### config.mk
export PLATFORM = sky130hd
export DESIGN_NAME = spx_writer
export DESIGN_NICKNAME = d
export VERILOG_FILES = /design/src/rtl/spx_pkg.sv /design/src/rtl/spx_stepper.sv /design/src/rtl/spx_blend.sv /design/src/rtl/spx_hotspot.sv /design/src/rtl/spx_writer.sv
export SDC_FILE = /design/constraint.sdc
export NUM_CORES = 1
export LEC_CHECK = 0
export ABC_AREA = 0
export BUFFER_PORTS_ARGS = -buffer_cell sky130_fd_sc_hd__buf_2
export CAP_MARGIN = 5
export CELL_PAD_IN_SITES_DETAIL_PLACEMENT = 1
export CELL_PAD_IN_SITES_GLOBAL_PLACEMENT = 1
export CORE_MARGIN = 2
export CORE_UTILIZATION = 45
export DETAILED_ROUTE_END_ITERATION = 12
export GPL_ROUTABILITY_DRIVEN = 0
export PLACE_DENSITY = 0.9
export SKIP_CTS_REPAIR_TIMING = 1
export SYNTH_ARGS = -nofsm -noshare
export SYNTH_HDL_FRONTEND = slang
export SYNTH_SLANG_ARGS = --single-unit
### constraint.sdc
create_clock -name clk -period 6.4 [get_ports clk]
set_input_delay 1.92 -clock clk [delete_from_list [all_inputs] [get_ports clk]]
set_output_delay 1.92 -clock clk [all_outputs]
set_load 0.05 [all_outputs]
### src/rtl/spx_pkg.sv
package spx_pkg;

    typedef enum logic [1:0] {
        ST_ACCEPT = 2'd0,
        ST_READ   = 2'd1,
        ST_WRITE  = 2'd2
    } spx_state_e;

    localparam logic [1:0] SEL_CTRL  = 2'd0;
    localparam logic [1:0] SEL_SCALE = 2'd1;
    localparam logic [1:0] SEL_POS   = 2'd2;
    localparam logic [1:0] SEL_HOT   = 2'd3;

endpackage

### src/rtl/spx_stepper.sv
module spx_stepper #(
    parameter int CW = 16,
    parameter int FW = 11
) (
    input  logic          clk,
    input  logic          rst_n,
    input  logic          load_pos,
    input  logic [31:0]   pos_data,
    input  logic          load_scale,
    input  logic [31:0]   scale_data,
    input  logic          advance,
    output logic [CW-1:0] x_pos,
    output logic [CW-1:0] y_pos,
    output logic          draw_ok
);
    localparam int SW = 16;
    localparam logic [SW-1:0] UNITY = SW'(1 << FW);

    logic [CW-1:0] x_q, y_q, xs_q;
    logic [SW-1:0] dx_q, mod_q, step_q;
    logic [FW-1:0] accx_q, accy_q;
    logic          skx_q, sky_q;
    logic [SW-1:0] sum_x, sum_y;
    logic          row_end, cx, cy;

    always_comb begin
        sum_x   = SW'(accx_q) + step_q;
        sum_y   = SW'(accy_q) + step_q;
        cx      = sum_x[FW];
        cy      = sum_y[FW];
        row_end = (dx_q == mod_q);
    end

    always_ff @(posedge clk) begin
        if (!rst_n) begin
            x_q    <= '0;
            y_q    <= '0;
            xs_q   <= '0;
            dx_q   <= '0;
            mod_q  <= '0;
            step_q <= UNITY;
            accx_q <= '0;
            accy_q <= '0;
            skx_q  <= 1'b0;
            sky_q  <= 1'b0;
        end else begin
            if (load_scale) begin
                mod_q  <= scale_data[15:0];
                step_q <= UNITY - scale_data[31:16];
            end
            if (load_pos) begin
                x_q   <= pos_data[16 +: CW];
                y_q   <= pos_data[0 +: CW];
                xs_q  <= pos_data[16 +: CW];
                skx_q <= 1'b0;
                sky_q <= 1'b0;
                dx_q  <= '0;
            end else if (advance) begin
                if (row_end) begin
                    dx_q   <= '0;
                    accy_q <= sum_y[FW-1:0];
                    if (cy) begin
                        sky_q <= 1'b0;
                        y_q   <= y_q - CW'(1);
                        x_q   <= xs_q;
                    end else begin
                        sky_q <= 1'b1;
                    end
                end else begin
                    dx_q   <= dx_q + SW'(1);
                    accx_q <= sum_x[FW-1:0];
                    if (cx) begin
                        skx_q <= 1'b0;
                        x_q   <= x_q + CW'(1);
                    end else begin
                        skx_q <= 1'b1;
                    end
                end
            end
        end
    end

    assign x_pos   = x_q;
    assign y_pos   = y_q;
    assign draw_ok = !skx_q && !sky_q;

    // a position write lands both coordinates on the next cycle
    a_r2_pos_load: assert property (@(posedge clk) disable iff (!rst_n)
        load_pos |=> (x_pos == $past(pos_data[16 +: CW]) && y_pos == $past(pos_data[0 +: CW]) && draw_ok));

    // a row carry brings X back to the row start
    a_r4_row_reload: assert property (@(posedge clk) disable iff (!rst_n)
        (advance && !load_pos && !load_scale && row_end && cy) |=> (x_pos == xs_q));

endmodule

### src/rtl/spx_blend.sv
module spx_blend #(
    parameter int CHW = 5,
    parameter int NCH = 3,
    localparam int PW = CHW * NCH
) (
    input  logic [PW:0] src,
    input  logic [PW:0] dst,
    input  logic        add_mode,
    output logic [PW:0] result
);
    logic sub_sel;
    assign sub_sel = src[CHW] & src[0];

    for (genvar c = 0; c < NCH; c++) begin : g_chan
        logic [CHW-1:0] s, d, mix, sat_add, floor_sub;
        logic [CHW:0]   sum, diff;
        assign s         = src[c*CHW +: CHW];
        assign d         = dst[c*CHW +: CHW];
        assign sum       = {1'b0, s} + {1'b0, d};
        assign diff      = {1'b0, d} - {1'b0, s};
        assign sat_add   = sum[CHW]  ? '1 : sum[CHW-1:0];
        assign floor_sub = diff[CHW] ? '0 : diff[CHW-1:0];
        assign mix       = s - (s >> 2) + (d >> 2);
        assign result[c*CHW +: CHW] = add_mode ? sat_add : (sub_sel ? floor_sub : mix);
    end

    assign result[PW] = 1'b0;

endmodule

### src/rtl/spx_hotspot.sv
module spx_hotspot #(
    parameter int CW = 16,
    parameter int YB = 12
) (
    input  logic          clk,
    input  logic          rst_n,
    input  logic          hot_we,
    input  logic [15:0]   hot_wdata,
    input  logic          probe,
    input  logic [CW-1:0] x_pos,
    input  logic [CW-1:0] y_pos,
    output logic          collide
);
    logic [15:0] hx_q, hy_q;
    logic        hy_sel, match;

    assign hy_sel = hot_wdata[14];
    assign match  = probe && (x_pos == hx_q[CW-1:0]) && (y_pos == CW'(hy_q[YB-1:0]));

    always_ff @(posedge clk) begin
        if (!rst_n) begin
            hx_q <= '0;
            hy_q <= '0;
        end else begin
            if (hot_we && !hy_sel) hx_q <= hot_wdata;
            if (hot_we && hy_sel)  hy_q <= hot_wdata;
            else if (match)        hy_q[15] <= 1'b1;
        end
    end

    assign collide = hy_q[15];

    // the flag holds until hotspot Y is rewritten
    a_r10_flag_holds: assert property (@(posedge clk) disable iff (!rst_n)
        (collide && !(hot_we && hy_sel)) |=> collide);

endmodule

### src/rtl/spx_writer.sv
module spx_writer
    import spx_pkg::*;
#(
    parameter int X_VIS = 320,
    parameter int Y_VIS = 240,
    parameter int CW    = 16,
    parameter int FW    = 11,
    localparam int AW   = $clog2(X_VIS * Y_VIS)
) (
    input  logic          clk,
    input  logic          rst_n,
    input  logic          cfg_we,
    input  logic [1:0]    cfg_sel,
    input  logic [31:0]   cfg_wdata,
    output logic          collide,
    input  logic          pix_valid,
    input  logic [15:0]   pix_data,
    output logic          pix_ready,
    output logic          mem_rd,
    output logic          mem_wr,
    output logic          mem_page,
    output logic [AW-1:0] mem_addr,
    input  logic [15:0]   mem_rdata,
    output logic [15:0]   mem_wdata
);
    spx_state_e    state_q, state_d;
    logic [1:0]    ctrl_q;
    logic [15:0]   data_q;
    logic [AW-1:0] addr_q, addr_d;
    logic [CW-1:0] x_pos, y_pos;
    logic          draw_ok, accept, on_screen, store_go;
    logic [15:0]   blended;
    int            xi, yi;

    assign accept = pix_valid && pix_ready;

    spx_stepper #(.CW(CW), .FW(FW)) u_step (
        .clk        (clk),
        .rst_n      (rst_n),
        .load_pos   (cfg_we && cfg_sel == SEL_POS),
        .pos_data   (cfg_wdata),
        .load_scale (cfg_we && cfg_sel == SEL_SCALE),
        .scale_data (cfg_wdata),
        .advance    (accept),
        .x_pos      (x_pos),
        .y_pos      (y_pos),
        .draw_ok    (draw_ok)
    );

    spx_hotspot #(.CW(CW)) u_hot (
        .clk       (clk),
        .rst_n     (rst_n),
        .hot_we    (cfg_we && cfg_sel == SEL_HOT),
        .hot_wdata (cfg_wdata[15:0]),
        .probe     (accept && draw_ok),
        .x_pos     (x_pos),
        .y_pos     (y_pos),
        .collide   (collide)
    );

    spx_blend u_blend (
        .src      (data_q),
        .dst      (mem_rdata),
        .add_mode (ctrl_q[1]),
        .result   (blended)
    );

    always_comb begin
        xi        = int'($signed(x_pos));
        yi        = int'($signed(y_pos));
        on_screen = (xi >= 0) && (xi < X_VIS) && (yi >= 0) && (yi < Y_VIS);
        store_go  = draw_ok && on_screen;
        addr_d    = AW'(32'(y_pos) * 32'(X_VIS) + 32'(x_pos));
    end

    always_ff @(posedge clk) begin
        if (!rst_n) begin
            ctrl_q <= '0;
        end else if (cfg_we && cfg_sel == SEL_CTRL) begin
            ctrl_q <= cfg_wdata[1:0];
        end
    end

    always_ff @(posedge clk) begin
        if (!rst_n) begin
            data_q <= '0;
            addr_q <= '0;
        end else if (accept) begin
            data_q <= pix_data;
            addr_q <= addr_d;
        end
    end

    always_ff @(posedge clk) begin
        if (!rst_n) state_q <= ST_ACCEPT;
        else        state_q <= state_d;
    end

    always_comb begin
        state_d = state_q;
        unique case (state_q)
            ST_ACCEPT: if (accept && store_go) state_d = ST_READ;
            ST_READ:   state_d = ST_WRITE;
            ST_WRITE:  state_d = ST_ACCEPT;
            default:   state_d = ST_ACCEPT;
        endcase
    end

    always_comb begin
        pix_ready = (state_q == ST_ACCEPT);
        mem_rd    = (state_q == ST_READ) && data_q[15];
        mem_wr    = (state_q == ST_WRITE);
        mem_page  = ctrl_q[0];
        mem_addr  = addr_q;
        mem_wdata = data_q[15] ? blended : data_q;
    end

    // a stored word writes two cycles after it is taken
    a_r6_store_latency: assert property (@(posedge clk) disable iff (!rst_n)
        (accept && store_go) |=> (!pix_ready && !mem_wr) ##1 mem_wr);

    // a dropped word costs one cycle
    a_r5_skip_one_cycle: assert property (@(posedge clk) disable iff (!rst_n)
        (accept && !store_go) |=> pix_ready);

    // a destination read is followed by the store at the same address
    a_r12_read_then_write: assert property (@(posedge clk) disable iff (!rst_n)
        mem_rd |=> (mem_wr && $stable(mem_addr)));

    // no new word is taken while a read is outstanding
    a_r6_busy_on_read: assert property (@(posedge clk) disable iff (!rst_n)
        mem_rd |-> !pix_ready);

endmodule

---- Word level (Yosys, flattened, before mapping) ----
Cells that the tools add are included.
operators by class
  add/subtract/negate cells ............... 19
  $mul .................................... 1
  order comparisons ....................... 4
  equal/unequal tests ..................... 10
  muxes and demuxes ....................... 29
  bitwise gates (word level) .............. 4
  reduce and logical (&&, ||, !) cells .... 34
operators by type and width
  cell                      count
  $mux W16                  10
  $mux W5                   12
  $add A16 B1 Y16 const B   2
  $eq A16 B16 Y1            2
  $ge A16 B1 Y1 const B     2
  $add A11 B12 Y12          2
  $add A5 B5 Y6             3
  $sub A5 B5 Y6             3
  $add A17 B16 Y17          1
  $logic_and A1 B1 Y1       17
  $eq A16 B12 Y1            1
  $lt A16 B10 Y1 const B    1
  $lt A16 B9 Y1 const B     1
  $mul A16 B3 Y11 const B   1
  $sub A16 B1 Y16 const B   1
  $add A5 B3 Y5             3
  $mux W15                  1
  $sub A5 B3 Y5             3
  $reduce_and A3 Y1         4
  $sub A12 B12 Y12 const A  1
  $reduce_bool A2 Y1        4
  $eq A2 B2 Y1 const B      3
  $eq A2 B1 Y1 const B      2
  $logic_not A2 Y1          2
  11 further kinds          19
word-level totals
  register bits after elaboration ......... 182
  output and inout port bits .............. 38

---- Longest topological paths before layout ----
Gate-level depths: netlist (run 1).
  depth after elaboration ................. 8
  mapped depth ............................ 14
  gate-level depth less buffers ........... 14

---- Hierarchy ----
A second synthesis (run 1) with hierarchy kept.
unflattened totals
  cells, all modules ...................... 1,519
  area, all modules ....................... 12,480.7 sq um
modules (own cells, without submodules)
  module       instances  cells each  area each (sq um)  seq. area each (sq um)
  spx_stepper  1          774         6,429.9            2,322.2
  spx_writer   1          291         2,462.4            740.7
  spx_blend    1          287         2,183.3            0.0
  spx_hotspot  1          167         1,405.1            580.6

---- Worst setup path after synthesis (run 1) ----
No wires, ideal clock.
  kind .................................... in2out
  start point ............................. input port mem_rdata[13]
  end point ............................... output port mem_wdata[12]
  arrival time ............................ 4.370 ns
  required time ........................... 4.480 ns
  setup slack ............................. 0.110 ns
  stages on the path ...................... 9
  buffers on the path ..................... 0
  path through ............................ inv_1 fa_1 inv_1 fa_1 xor2_1 a21o_1 o32ai_1 a31o_2 a21oi_1
on the way
  cells in the longest elaborated chain, start to end .. 5
  elaborated cells between the ends (all ways) .. 8
  classes of those cells .................. add/sub: 3; mux: 5
RTL lines
  element             line               source
  start: declaration  spx_writer.sv:23   input logic [15:0] mem_rdata,
  $sub A5 B5 Y6       spx_blend.sv:20    assign diff = {1'b0, d} - {1'b0, s};
  $mux W5             spx_blend.sv:22    assign floor_sub = diff[CHW] ? '0 : diff[CHW-1:0];
  $mux W5             spx_blend.sv:24    assign result[c*CHW +: CHW] = add_mode ? sat_add : (sub_sel ? floor_sub : mix);
  $mux W5 (*)         spx_blend.sv:24
  $mux W15 (*)        spx_writer.sv:115  mem_wdata = data_q[15] ? blended : data_q;
  end: declaration    spx_writer.sv:24   output logic [15:0] mem_wdata
Mark *: on every way between the ends. The rest lies on a longest branch, timed or not.

---- Worst setup path in the final report (run 1) ----
  start point ............................. input port mem_rdata[8]
  end point ............................... output port mem_wdata[9]
Same word-level chain as after synthesis.

==> results of run 1 <==
-- cells in the final DEF, fill, tap and decap left out, types with 7 or more instances in the layout --
| master | count |
|---|---|
| o31ai_1 | 8 |
| buf_2 | 104 |
| mux2i_1 | 11 |
| o32ai_1 | 9 |
| o22ai_1 | 7 |
| a21o_1 | 17 |
| a211oi_1 | 8 |
| nand3b_1 | 8 |
| nor2_1 | 85 |
| clkbuf_16 | 17 |
| inv_1 | 103 |
| nor2b_1 | 9 |
| nand2b_1 | 16 |
| o211ai_1 | 13 |
| nand4_1 | 16 |
| o221ai_1 | 9 |
| o311a_1 | 9 |
| a31o_2 | 11 |
| nor3_1 | 28 |
| ha_1 | 98 |
| xnor2_1 | 78 |
| inv_8 | 8 |
| xor2_1 | 50 |
| and3_1 | 11 |
| o21ai_0 | 50 |
| a21oi_1 | 175 |
| dfxtp_1 | 182 |
| nand2_1 | 301 |
| nand3_1 | 29 |
| buf_4 | 13 |
| or3_1 | 14 |
| fa_1 | 19 |
| nor4_1 | 23 |
-- logic make-up after synthesis --
logic type / Yosys count
and+or+nand+nor: 567
DFF: 182
adders and majority gates: 117
muxes: 11
xor gates and xnor gates: 128
AOI/OAI and AO/OA: 373
buffers and inverters: 183
other: 1
-- through the flow --
| step | cell area (µm²) | utilization, % | TNS [ns] | hold WS (ns) |
|---|---|---|---|---|
| CTS | 13400 | 51.2 | 0 | 0.455 |
| global placement | 12800 | 48.9 | 0 | 0.438 |
| detailed placement | 12800 | 48.9 | 0 | 0.445 |
| global route | 13400 | 51.2 | -0.0129 | 0.472 |
| floorplan | 12100 | - | 0 | 0.427 |
| finish | 13400 | 51.2 | 0 | 0.451 |
-- synth_stat cells, drive strengths merged (11+ instances only) --
cell type | instances | share of area (%)
a21oi | 177 | 7.4
nor4 | 23 | 1.2
clkbuf | 68 | 2.1
nand2b | 16 | 0.83
nand3 | 29 | 1.2
a21o | 17 | 1.1
nand2 | 301 | 9.4
o21ai | 50 | 2.1
inv | 104 | 3.2
mux2i | 11 | 0.91
ha | 98 | 10
o211ai | 13 | 0.81
nor3 | 30 | 1.3
buf | 11 | 0.42
fa | 19 | 3.1
a31o | 11 | 0.80
and3 | 11 | 0.57
xor2 | 50 | 3.6
nor2 | 87 | 2.7
dfxtp | 182 | 30
or3 | 15 | 0.82
nand4 | 16 | 0.83
xnor2 | 78 | 5.7
-- critical path: stages --
cell and delay [ns]:
buf_2 0.12, inv_1 0.06, fa_1 0.50, fa_1 0.45
nand2b_1 0.18, nand2b_1 0.11, a21oi_1 0.09, xnor2_1 0.16
a221o_1 0.35, a31o_2 0.22, buf_2 0.21
-- final timing paths --
kind / start / to / slack (ns) / cells past startpoint
max reg2reg: u_step.step_q[1] / u_step.y_pos[0] / 2.90 / 9
min: mem_addr[0] / mem_addr[0] / 0.45 / 2
max: mem_rdata[8] / mem_wdata[9] / 0.09 / 11
min reg2reg: mem_addr[0] / mem_addr[0] / 0.45 / 2
-- area by class of cell --
type                            count  area share (%)
Clock buffer                       18            3.27
Clock inverter                     14            1.28
Inverter                          104            2.93
Multi-Input combinational cell   1197            57.7
Sequential cell                   182            27.1
Tap cell                          335            3.12
Timing Repair Buffer              117            4.60
-- report_power, final --
part	switching [W]	internal (W)	total (W)	leakage [nW]
Clock	0.000545	0.000576	0.00112	0.303
Combinational	0.000719	0.000430	0.00115	3.90
Sequential	0.000129	0.00121	0.00134	1.48
-- registers in the layout (all words and copies together) (netlist names) --
signal         cells
u_step.skx_q       1
state_q            2
mem_addr          17
u_hot.hy_q        13
u_step.mod_q      16
u_step.sky_q       1
u_step.x_pos      16
u_step.accx_q     11
u_step.step_q     12
u_step.y_pos      16
u_step.dx_q       16
u_step.xs_q       16
data_q            16
ctrl_q             2
u_hot.hx_q        16
u_step.accy_q     11
-- per-layer routing --
metal	wire [µm]	vias to the layer above
li1	-	5486
met1	16200	5725
met2	19300	421
met3	2480	76
met4	1110	0
met5	0	-
==> results_dict.tcl, run 1 <==
set metrics [dict create \
    area_growth_syn_to_layout_pct 11.2 \
    synthCells 1562 \
    setup_ws_ns 0.0937 \
    root_buffer "clkbuf_16" \
    worst_pin_slew_ns 1.21 \
    crit_type "input pin to output port" \
    synth_compound_area_share_pct 19.4 \
    fmax_ghz 0.159 \
    nets 1806 \
    multi_input_area_um2 7750 \
    route.detailed.drc 0 \
    pre_cts_ws_ns 0.0832 \
    drv_cap 0 \
    ir_drop_mv 0.171 \
    drt_iter0_drc 1182 \
    fin_cells 1967 \
    powerDensity_nw_per_um2 269 \
    cp.required_ns 4.48 \
    rows 59 \
    core_um2 26200 \
    async_flop_share_pct 0 \
    maxSlewHeadroom_pct 19.4 \
    syn-cell-area_um2 12100 \
    use_met2_pct 49.3 \
    ys_seq_elements 182 \
    grt_max_degree 58 \
    synth_xor_area_share_pct 9.28 \
    use_met1_pct 34.7 \
    clock_tree.htree_level_count 4 \
    busiest_layer "met2" \
    clock_skew_ns 0.0169 \
    port_buffers 105 \
    wl_um 39100 \
    synthSimpleGateAreaFrac_pct 21.2 \
    clk_pin_slew_ns 0.06 \
    synth_top_family_by_area "simple AND/OR/NAND/NOR gates" \
    diodes 0 \
    cts-buffers-inserted 17 \
    synth_edf_count 0 \
    n_fill_cell 3257 \
    syn_nets 1749 \
    start_kind "input pin" \
    fp.dieH_um 168 \
    yosysWarningCount 0 \
    endpoint_kind "output port" \
    finalCritPeriodShare_pct 98.5 \
    p_leak_nw 5.68 \
    crit_arrival_ns 4.39 \
    yosysUniqueCellTypes 67 \
    vias_per_cell 5.95 \
    grt-ovfl-total 0 \
    grt_pass1_vias 12201 \
    initial_core_util_pct 46.1 \
    synth.avg_cell_area_um2 7.73 \
    power_w 0.00361 \
    synthFlopType "dfxtp_1" \
    grtUsageTotal_pct 28.0 \
    min_path_type "flop to flop" \
    firstDrtPassIters 5 \
    ant_nets 0 \
    wl_per_cell_um 19.9 \
    grt_setup_unrepaired "yes" \
    insertion_delay_ns 0.45 \
    dieArea_um2 28200 \
    drive_gt1_share_pct 10.5 \
    via_count 11708 \
    hpwl_um 28100 \
    cp_max_fo 3 \
    synth_mux_area_share_pct 0.912 \
    finalHoldViolCount 0 \
    grt_use_met3_pct 3.88 \
    antenna_found_initial 0 \
    status "complete, no violations" \
    synth_fa_ha_area_share_pct 13.3 \
    register_area_um2 3640 \
    num_io_pins 108 \
    die_w_um 168 \
    ys_seq_area_share_pct 30.2 \
    clock-sinks 182 \
    setup_viol 0 \
    grt_pass1_wl_um 63500 \
    dp_cells 1935 \
    tritoncts "done" \
    period_needed_ns 6.31 \
    drv_slew 0 \
    clock_path_buffers 2 \
]
No activity file was read; power rests on OpenSTA's default activity.
==> inputs of run 2 (changes only) <==
CORE_UTILIZATION = 49   (was 45)
GPL_TIMING_DRIVEN = 0   (was not set)
PLACE_DENSITY = 0.95   (was 0.9)
clock period = 7.3 ns   (was 6.4 ns; I/O delays follow)
==> run 2 against run 1 <==
Net effect:
- global-route usage increased by 6.8 points
- die area decreased by 8.0%
- clock skew decreased by 0.0053 ns
- sequential power decreased by 14%
- setup slack improved by 0.30 ns
- largest power group unchanged
==> results_dict.tcl, run 2 (same netlist as run 1, synthesis figures left out) <==
set metrics [dict create \
    status "complete, no violations" \
    clock-sinks 182 \
    hpwl_um 33600 \
    ir_drop_mv 0.199 \
    via_count 12510 \
    setup_ws_ns 0.397 \
    tritoncts "done" \
    clk_pin_slew_ns 0.08 \
    setup_tns_ns 0 \
    seq_power_share_pct 36.4 \
    fin_cells 2023 \
    cts-buffers-inserted 17 \
    nets 1873 \
    dp_cells 1991 \
    start_kind "input pin" \
    finalCritPeriodShare_pct 94.6 \
    die_w_um 161 \
    intPower_w 0.00190 \
    powerDensity_nw_per_um2 232 \
    clkPwrFrac_pct 28.2 \
    r2r_slack_ns 3.71 \
    largest_reg_flops 17 \
    antenna_found_initial 0 \
    vias_per_cell 6.18 \
    clock_tree.htree_level_count 4 \
    grt_pass1_vias 13129 \
    clock_skew_ns 0.0117 \
    period_needed_ns 6.90 \
    pre_cts_ws_ns 0.394 \
    worstRegToRegCells 14 \
    drive_gt1_share_pct 9.24 \
    maxSlewHeadroom_pct 31.9 \
    initial_core_util_pct 49.8 \
    grtUsageTotal_pct 34.8 \
    route.detailed.drc 0 \
    drv_slew 0 \
    area_growth_syn_to_layout_pct 12.2 \
    crit_arrival_ns 4.71 \
    p_switching_w 0.00124 \
    core_um2 24200 \
    cp_max_fo 3 \
    wl_um 45100 \
    num_io_pins 108 \
    r2r-start "u_step.y_pos[1]" \
    insertion_delay_ns 0.46 \
    pwr-share-comb_pct 35.4 \
    dieArea_um2 25900 \
    switching_share_pct 39.4 \
    min_path_type "flop to flop" \
    grt_setup_unrepaired "no" \
    fmax_ghz 0.145 \
    grt_max_degree 17 \
    grt_pass1_wl_um 70900 \
    place_area_um2 13000 \
    grt-ovfl-total 0 \
    drv_cap 0 \
    root_buffer "clkbuf_16" \
    crit_type "input pin to output port" \
    diodes 0 \
    fp.dieH_um 161 \
    firstDrtPassIters 5 \
    p_leak_nw 5.69 \
    drt_iter0_drc 1400 \
    mostFrequentLayoutCell "nand2_1" \
    worst_pin_slew_ns 1.02 \
    cp-startpoint "mem_rdata[13]" \
    ant_nets 0 \
    whs_ns 0.461 \
    final_area_um2 13500 \
    setup_viol 0 \
    endpoint "mem_wdata[14]" \
    rows 57 \
    port_buffers 105 \
    rr_endpoint "mem_addr[16]" \
    cp.required_ns 5.11 \
    layout_common_cells "nand2_1 (301), dfxtp_1 (182), a21oi_1 (176), buf_2 (107), inv_1 (104)" \
    finalHoldViolCount 0 \
    wl_per_cell_um 22.3 \
    endpoint_kind "output port" \
    clock_path_buffers 2 \
]
[run 2: cell count changes in the layout (fill, tap and decap cells not counted), sizes merged]
cell      delta
clkbuf      +72
inv          -8
clkinv       +3
clkinvlp     +2
buf          -1
bufinv       -1
[run 2: cell type report]
class                      instances  area [µm²]
clock inverter                    10        73.8
tap                              324         405
multi-input combinational       1197        7740
inverter                         104         390
sequential                       182        3640
fill                            3122       10700
buffer                            79         307
timing repair buffer             105         526
clock buffer                      22         464
[run 2: worst min path at each step]
stage / to / depth (start not counted) / slack (ns) / start
global placement: mem_addr[8] / 2 / 0.44 / mem_addr[8]
global route: mem_addr[6] / 2 / 0.48 / mem_addr[6]
detailed placement: mem_addr[8] / 2 / 0.45 / mem_addr[8]
finish: u_step.accy_q[3] / 2 / 0.46 / u_step.accy_q[3]
floorplan: state_q[1] / 1 / 0.43 / state_q[1]
CTS: u_step.xs_q[14] / 2 / 0.46 / u_step.xs_q[14]
[run 2: per-stage QoR]
stage | utilization [%] | total power (W)
2_1_floorplan | - | 0.00189
3_5_place_dp | 53.7 | 0.00222
6_report | 55.9 | 0.00315
4_1_cts | 55.9 | 0.00311
5_1_grt | 55.9 | 0.00327
3_3_place_gp | 53.7 | 0.00216
[run 2: power by group through the flow]
stage	clock network [W]	registers, W	logic (W)
CTS	0.000879	0.00114	0.00109
finish	0.000887	0.00115	0.00111
detailed placement	0	0.00116	0.00106
global route	0.000921	0.00115	0.00120
global placement	0	0.00116	0.00100
floorplan	0	0.00118	0.000709
[run 2: metal layers]
metal | track usage [%] | share of wire (%)
met1 | 41.2 | 39
met5 | 0 | 0
met3 | 7.76 | 8.4
met4 | 16.8 | 4.7
met2 | 59.8 | 48
[run 2: worst max-delay path: stages]
cell	delay, ns
buf_2	0.11
inv_1	0.06
fa_1	0.54
inv_1	0.07
fa_1	0.48
a21o_1	0.19
a21oi_1	0.17
xnor2_1	0.11
a221o_1	0.35
a31o_2	0.24
buf_2	0.21
